## src/rtl/fbx_pkg.sv

```systemverilog
package fbx_pkg;
  localparam logic [2:0] FMT_RGBA8  = 3'd0;
  localparam logic [2:0] FMT_RGB8   = 3'd1;
  localparam logic [2:0] FMT_RGB565 = 3'd2;
  localparam logic [2:0] FMT_RGB5A1 = 3'd3;
  localparam logic [2:0] FMT_RGBA4  = 3'd4;

  typedef enum logic [2:0] {
    S_IDLE, S_RA, S_WA, S_RB, S_WB, S_WR
  } fbx_state_e;

  localparam logic [2:0] REG_SRC   = 3'd0;
  localparam logic [2:0] REG_DST   = 3'd1;
  localparam logic [2:0] REG_IDIM  = 3'd2;
  localparam logic [2:0] REG_ODIM  = 3'd3;
  localparam logic [2:0] REG_MODE  = 3'd4;
  localparam logic [2:0] REG_START = 3'd5;
endpackage

```

## src/rtl/fbx_unpack.sv

```systemverilog
module fbx_unpack
  import fbx_pkg::*;
(
  input  logic [2:0]  fmt_i,
  input  logic [31:0] px_i,
  output logic [31:0] rgba_o
);
  always_comb begin
    case (fmt_i)
      FMT_RGB8:   rgba_o = {px_i[23:0], 8'hff};
      FMT_RGB565: rgba_o = {px_i[15:11], px_i[15:13], px_i[10:5], px_i[10:9],
                            px_i[4:0], px_i[4:2], 8'hff};
      FMT_RGB5A1: rgba_o = {px_i[15:11], px_i[15:13], px_i[10:6], px_i[10:8],
                            px_i[5:1], px_i[5:3], {8{px_i[0]}}};
      FMT_RGBA4:  rgba_o = {px_i[15:12], px_i[15:12], px_i[11:8], px_i[11:8],
                            px_i[7:4], px_i[7:4], px_i[3:0], px_i[3:0]};
      default:    rgba_o = px_i;
    endcase
  end
endmodule

```

## src/rtl/fbx_pack.sv

```systemverilog
module fbx_pack
  import fbx_pkg::*;
(
  input  logic [2:0]  fmt_i,
  input  logic [31:0] rgba_i,
  output logic [31:0] px_o
);
  always_comb begin
    case (fmt_i)
      FMT_RGB8:   px_o = {8'h00, rgba_i[31:8]};
      FMT_RGB565: px_o = {16'h0, rgba_i[31:27], rgba_i[23:18], rgba_i[15:11]};
      FMT_RGB5A1: px_o = {16'h0, rgba_i[31:27], rgba_i[23:19], rgba_i[15:11], rgba_i[7]};
      FMT_RGBA4:  px_o = {16'h0, rgba_i[31:28], rgba_i[23:20], rgba_i[15:12], rgba_i[7:4]};
      default:    px_o = rgba_i;
    endcase
  end
endmodule

```

## src/rtl/fbx_ctrl.sv

```systemverilog
module fbx_ctrl
  import fbx_pkg::*;
#(
  parameter int AW   = 32,
  parameter int DIMW = 16
) (
  input  logic            clk_i,
  input  logic            rst_ni,
  input  logic            start_i,
  input  logic            flip_i,
  input  logic            half_i,
  input  logic [DIMW-1:0] in_w_i,
  input  logic [DIMW-1:0] out_w_i,
  input  logic [DIMW-1:0] out_h_i,
  input  logic [AW-4:0]   src_base_i,
  input  logic [AW-4:0]   dst_base_i,
  input  logic            rd_valid_i,
  output logic            rd_req_o,
  output logic [AW-1:0]   rd_addr_o,
  output logic            wr_req_o,
  output logic [AW-1:0]   wr_addr_o,
  output logic            cap0_o,
  output logic            cap1_o,
  output logic            busy_o,
  output logic            done_o
);
  localparam int IW = 2 * DIMW + 1;

  fbx_state_e      st_q;
  logic [DIMW-1:0] ox_q, oy_q, iy;
  logic [DIMW:0]   ix;
  logic [IW-1:0]   src_idx, dst_idx;
  logic            done_q, last_col, last_row;

  always_comb begin
    iy = flip_i ? (out_h_i - DIMW'(1) - oy_q) : oy_q;
    ix = half_i ? ({ox_q, 1'b0} + {{DIMW{1'b0}}, (st_q == S_RB)}) : {1'b0, ox_q};
    src_idx = IW'(iy) * IW'(in_w_i) + IW'(ix);
    dst_idx = IW'(oy_q) * IW'(out_w_i) + IW'(ox_q);
  end

  assign rd_addr_o = {src_base_i, 3'b000} + AW'({src_idx, 2'b00});
  assign wr_addr_o = {dst_base_i, 3'b000} + AW'({dst_idx, 2'b00});
  assign rd_req_o  = (st_q == S_RA) || (st_q == S_RB);
  assign wr_req_o  = (st_q == S_WR);
  assign cap0_o    = (st_q == S_WA) && rd_valid_i;
  assign cap1_o    = (st_q == S_WB) && rd_valid_i;
  assign busy_o    = (st_q != S_IDLE);
  assign done_o    = done_q;
  assign last_col  = (ox_q == out_w_i - DIMW'(1));
  assign last_row  = (oy_q == out_h_i - DIMW'(1));

  always_ff @(posedge clk_i or negedge rst_ni) begin
    if (!rst_ni) begin
      st_q   <= S_IDLE;
      ox_q   <= '0;
      oy_q   <= '0;
      done_q <= 1'b0;
    end else begin
      case (st_q)
        S_IDLE: if (start_i) begin
          ox_q <= '0;
          oy_q <= '0;
          if (out_w_i == '0 || out_h_i == '0) done_q <= 1'b1;
          else begin
            done_q <= 1'b0;
            st_q   <= S_RA;
          end
        end
        S_RA: st_q <= S_WA;
        S_WA: if (rd_valid_i) st_q <= half_i ? S_RB : S_WR;
        S_RB: st_q <= S_WB;
        S_WB: if (rd_valid_i) st_q <= S_WR;
        S_WR: begin
          if (last_col) begin
            ox_q <= '0;
            if (last_row) begin
              st_q   <= S_IDLE;
              done_q <= 1'b1;
            end else begin
              oy_q <= oy_q + DIMW'(1);
              st_q <= S_RA;
            end
          end else begin
            ox_q <= ox_q + DIMW'(1);
            st_q <= S_RA;
          end
        end
        default: st_q <= S_IDLE;
      endcase
    end
  end

  assert_rd_wr_excl_R12: assert property (@(posedge clk_i) disable iff (!rst_ni)
    !(rd_req_o && wr_req_o));
  assert_rd_pulse_R12: assert property (@(posedge clk_i) disable iff (!rst_ni)
    rd_req_o |=> !rd_req_o);
  assert_idle_quiet_R12: assert property (@(posedge clk_i) disable iff (!rst_ni)
    (rd_req_o || wr_req_o) |-> busy_o);
  assert_done_on_end_R3: assert property (@(posedge clk_i) disable iff (!rst_ni)
    $fell(busy_o) |-> done_o);
  assert_col_in_range_R2: assert property (@(posedge clk_i) disable iff (!rst_ni)
    busy_o |-> (ox_q < out_w_i));
endmodule

```

## src/rtl/fbx_xfer.sv

```systemverilog
module fbx_xfer
  import fbx_pkg::*;
#(
  parameter int AW   = 32,
  parameter int DIMW = 16
) (
  input  logic          clk_i,
  input  logic          rst_ni,
  input  logic          cfg_we_i,
  input  logic [2:0]    cfg_addr_i,
  input  logic [31:0]   cfg_wdata_i,
  output logic          busy_o,
  output logic          done_o,
  output logic          rd_req_o,
  output logic [AW-1:0] rd_addr_o,
  input  logic          rd_valid_i,
  input  logic [31:0]   rd_data_i,
  output logic          wr_req_o,
  output logic [AW-1:0] wr_addr_o,
  output logic [31:0]   wr_data_o
);
  localparam int NCH = 4;

  logic [AW-4:0]   src_q, dst_q;
  logic [DIMW-1:0] in_w_q, out_w_q, out_h_q;
  logic            flip_q, raw_q, half_q;
  logic [2:0]      ifmt_q, ofmt_q;
  logic [31:0]     p0_q, p1_q, u0, u1, avg, mix, packed_px;
  logic            cfg_ok, start, cap0, cap1;

  assign cfg_ok = cfg_we_i && !busy_o;
  assign start  = cfg_ok && (cfg_addr_i == REG_START) && cfg_wdata_i[0];

  always_ff @(posedge clk_i or negedge rst_ni) begin
    if (!rst_ni) begin
      src_q <= '0; dst_q <= '0;
      in_w_q <= '0; out_w_q <= '0; out_h_q <= '0;
      flip_q <= 1'b0; raw_q <= 1'b0; half_q <= 1'b0;
      ifmt_q <= '0; ofmt_q <= '0;
    end else if (cfg_ok) begin
      case (cfg_addr_i)
        REG_SRC:  src_q  <= cfg_wdata_i[AW-4:0];
        REG_DST:  dst_q  <= cfg_wdata_i[AW-4:0];
        REG_IDIM: in_w_q <= cfg_wdata_i[DIMW-1:0];
        REG_ODIM: begin
          out_w_q <= cfg_wdata_i[DIMW-1:0];
          out_h_q <= cfg_wdata_i[16 +: DIMW];
        end
        REG_MODE: begin
          flip_q <= cfg_wdata_i[0];
          raw_q  <= cfg_wdata_i[3];
          ifmt_q <= cfg_wdata_i[10:8];
          ofmt_q <= cfg_wdata_i[14:12];
          half_q <= cfg_wdata_i[24];
        end
        default: ;
      endcase
    end
  end

  assert_cfg_frozen_R4: assert property (@(posedge clk_i) disable iff (!rst_ni)
    (busy_o && cfg_we_i) |=> $stable({src_q, dst_q, in_w_q, out_w_q, out_h_q,
                                      flip_q, raw_q, half_q, ifmt_q, ofmt_q}));

  always_ff @(posedge clk_i or negedge rst_ni) begin
    if (!rst_ni) begin
      p0_q <= '0;
      p1_q <= '0;
    end else begin
      if (cap0) p0_q <= rd_data_i;
      if (cap1) p1_q <= rd_data_i;
    end
  end

  fbx_unpack u_unp0 (.fmt_i(ifmt_q), .px_i(p0_q), .rgba_o(u0));
  fbx_unpack u_unp1 (.fmt_i(ifmt_q), .px_i(p1_q), .rgba_o(u1));

  for (genvar c = 0; c < NCH; c++) begin : g_avg
    logic [8:0] sum;
    assign sum = {1'b0, u0[c*8 +: 8]} + {1'b0, u1[c*8 +: 8]} + 9'd1;
    assign avg[c*8 +: 8] = 8'(sum >> 1);
  end

  assign mix = half_q ? avg : u0;

  fbx_pack u_pack (.fmt_i(ofmt_q), .rgba_i(mix), .px_o(packed_px));

  assign wr_data_o = raw_q ? p0_q : packed_px;

  fbx_ctrl #(.AW(AW), .DIMW(DIMW)) u_ctrl (
    .clk_i      (clk_i),
    .rst_ni     (rst_ni),
    .start_i    (start),
    .flip_i     (flip_q),
    .half_i     (half_q),
    .in_w_i     (in_w_q),
    .out_w_i    (out_w_q),
    .out_h_i    (out_h_q),
    .src_base_i (src_q),
    .dst_base_i (dst_q),
    .rd_valid_i (rd_valid_i),
    .rd_req_o   (rd_req_o),
    .rd_addr_o  (rd_addr_o),
    .wr_req_o   (wr_req_o),
    .wr_addr_o  (wr_addr_o),
    .cap0_o     (cap0),
    .cap1_o     (cap1),
    .busy_o     (busy_o),
    .done_o     (done_o)
  );
endmodule

```

## config.mk

```make
export PLATFORM = sky130hd
export DESIGN_NAME = fbx_xfer
export DESIGN_NICKNAME = d
export VERILOG_FILES = /design/src/rtl/fbx_pkg.sv /design/src/rtl/fbx_unpack.sv /design/src/rtl/fbx_pack.sv /design/src/rtl/fbx_ctrl.sv /design/src/rtl/fbx_xfer.sv
export SDC_FILE = /design/constraint.sdc
export NUM_CORES = 2
export LEC_CHECK = 0
export BUFFER_PORTS_ARGS = -buffer_cell sky130_fd_sc_hd__buf_4
export CAP_MARGIN = 20
export CORE_ASPECT_RATIO = 0.7
export CORE_MARGIN = 3
export CORE_UTILIZATION = 59
export CTS_CLUSTER_DIAMETER = 200
export DETAILED_ROUTE_END_ITERATION = 16
export PLACE_DENSITY = 0.89
export SLEW_MARGIN = 20
export SYNTH_ARGS = -nofsm -noshare
export SYNTH_HDL_FRONTEND = slang
export SYNTH_HIERARCHICAL = 1
export SYNTH_SLANG_ARGS = --single-unit
```

## constraint.sdc

```tcl
create_clock -name clk_i -period 10.7 [get_ports clk_i]
set_clock_uncertainty 0.15 [all_clocks]
set_input_delay 1.605 -clock clk_i [delete_from_list [all_inputs] [get_ports clk_i]]
set_output_delay 1.605 -clock clk_i [all_outputs]
set_load 0.02 [all_outputs]
```

==> impl_metrics.ini <==
[outcome]
status = finished, violations left
violations = negative setup slack

[drt]
drc = 0
finalWirelength_um = 124000
ant_nets = 0
wl_per_cell_um = 23.7
dr.pass1.iters = 13
via_per_inst = 6.41
drt-initial-drc-count = 5333
via_count = 33700

[global_routing]
grt_max_degree = 97
grtUsageTotal = 0.359
grt_pass1_wl_um = 186000
overflow = 0
grt_pass1_vias = 33300
antenna_found_initial = 7

[place]
dp.cells = 5163
portBuffers = 166
gp_congestion = 1.03
dp_hpwl_um = 91900
post-place-ws_ns = -0.910

[logic_synthesis]
synth_seq_cells = 215
synth.distinct_cells = 104
synth_top_area_frac = 0.231
yosys.cell_count.top_type = inv_1
yosysWarningCount = 6
syn_area_um2 = 36900
synth_common_cells = inv_1, nand2_1, fa_1, ha_1, dfrtp_1
avgSynthCellArea_um2 = 8.89
ys_async_sr_fraction = 1.00
yosys.area.top_type = fa_1
synth_ff_type = dfrtp_1
yosys-top-cells-area = fa_1, dfrtp_1, ha_1
netlist_instances = 4151
seq_area_frac_synth = 0.146
synth_edf_count = 0

[critical_path]
cp_max_fo = 5
cp_slowest_cell = fa_1
critPathLaunch = out_h_q[0]
required_ns = 8.95
rrSetupSlack_ns = 5.90
r2r-end = u_ctrl/ox_q[11]
start_kind = register
crit_type = register to primary output
arrival_ns = 10.62
cp_common_cell = fa_1
r2r-start = out_w_q[0]
worstRegToRegCells = 10
slowest_delay_ns = 0.51
endpoint_kind = primary output

[sta]
min_period_ns = 12.37
maxSlewViolCount = 0
fin_ws_ns = -1.67
hold_viol = 0
tightestPinTransition_ns = 1.29
fmax_mhz = 80.8
setup_violations = 17
fin_crit_sh = 1.16
rsz0062_at_grt = true
max-slew-margin-rel = 0.131

[floorplanning]
die_w_um = 305
rows = 76
die_area_um2 = 65600
start_util = 0.598
io_pins = 171
core-area_um2 = 61700
dieHeight_um = 215

[clock_network]
cts_buffer_depth = 3
clk_latency_ns = 0.58
numClockSinks = 215
htree_levels = 1
cts_root_buffer = clkbuf_16
cts.clk_slew.worst_paths_ns = 0.07
cts_tree = built
cts_buffers = 26

[worst_hold_path]
hold_end = dst_q[11]
min_path_type = register to register
min_from = dst_q[11]
hold_depth = 1

[finish]
multi_input_area_um2 = 28900
stdcell_count = 5253
syn2layout_area_growth_pct = 14.0
nets = 5207
fill_cells = 4318
seqCellArea_um2 = 5410
drive_above_1_share = 0.214

[job]
maxCapViolations = 0
-- layout by cell type (no fill, tap or decap), types with 45 or more instances in the layout --
cell type    n
a21oi_1    169
nand2b_1    48
a21o_1      80
xnor2_1    110
inv_1      589
dfrtp_1    199
o21ai_0    103
nor2_1     176
fa_1       420
ha_1       285
nand2_1    454
mux2_2     213
and2_1     170
buf_4      425
xor2_1      45
-- worst max-delay path by stage --
stage	to	slack (ns)	cells past startpoint
floorplan	rd_addr_o[31]	0.004	38
global placement	rd_addr_o[31]	-0.56	45
detailed placement	rd_addr_o[31]	-0.91	46
CTS	rd_addr_o[31]	-1.31	42
global route	rd_addr_o[31]	-1.93	42
finish	rd_addr_o[31]	-1.67	44
-- routing by layer --
| layer | vias to the layer above | global-route usage | wire [µm] |
|---|---|---|---|
| li1 | 14300 | - | - |
| met1 | 16200 | 0.507 | 47300 |
| met2 | 2634 | 0.500 | 50600 |
| met3 | 507 | 0.136 | 20600 |
| met4 | 6 | 0.134 | 5910 |
| met5 | - | 0 | 44 |
-- repair_timing --
item | in CTS | in global routing
hold endpoints to repair | 0 | 0
resized for setup | 95 | 113
setup buffers | 20 | 25
endpoints found under the setup margin | 19 | 26
pin swaps | 76 | 61
cloned | 0 | 0
hold buffers | 0 | 0
-- critical path, delay by kind of cell, from the launching register on --
kind	cells	cell delay [ns]
flops	1	0.42
mux	1	0.09
buf+inv	8	0.94
fa+ha+maj	9	3.88
xor+xnor	4	0.90
simple gates	12	1.95
compound gates	10	1.85
-- per-stage QoR --
step                hold WS (ns)  TNS, ns   util  instance area (µm²)
finish                     0.365   -15.87  0.682                42100
CTS                        0.365   -11.26  0.672                41400
global placement           0.344    -2.96  0.648                40000
global route               0.380   -20.76  0.682                42100
floorplan                  0.327        0      -                37000
detailed placement         0.351    -6.01  0.648                40000
-- logic make-up (layout without fill, tap and decap cells) --
group	after synthesis	after routing	share of synthesized area
compound gates	751	751	0.136
xor+xnor	165	165	0.0398
fa+ha+maj	722	722	0.331
buf+inv	823	1101	0.0938
flops	215	215	0.146
mux	295	295	0.0942
other cells	1	6	0.000102
simple gates	1179	1179	0.159
-- cell type report --
cell class,count,area share
Multi-Input combinational cell,3116,0.687
Sequential cell,215,0.129
Clock inverter,14,0.00568
Inverter,604,0.0540
Timing Repair Buffer,451,0.0835
Clock buffer,32,0.0172
Antenna cell,2,0.000119
Tap cell,819,0.0244
-- state kept, by name, summed over array words and instances, names as in the netlist --
register	cells
p0_q	32
p1_q	32
dst_q	29
src_q	29
in_w_q	16
out_h_q	16
out_w_q	16
u_ctrl/ox_q	16
u_ctrl/oy_q	16
ifmt_q	3
ofmt_q	3
u_ctrl/st_q	3
flip_q	1
half_q	1
raw_q	1
u_ctrl/done_o	1
Power is left out: the tool's default activity adds up to more than one toggle a clock period on the data nets, which glitch-free logic cannot reach.
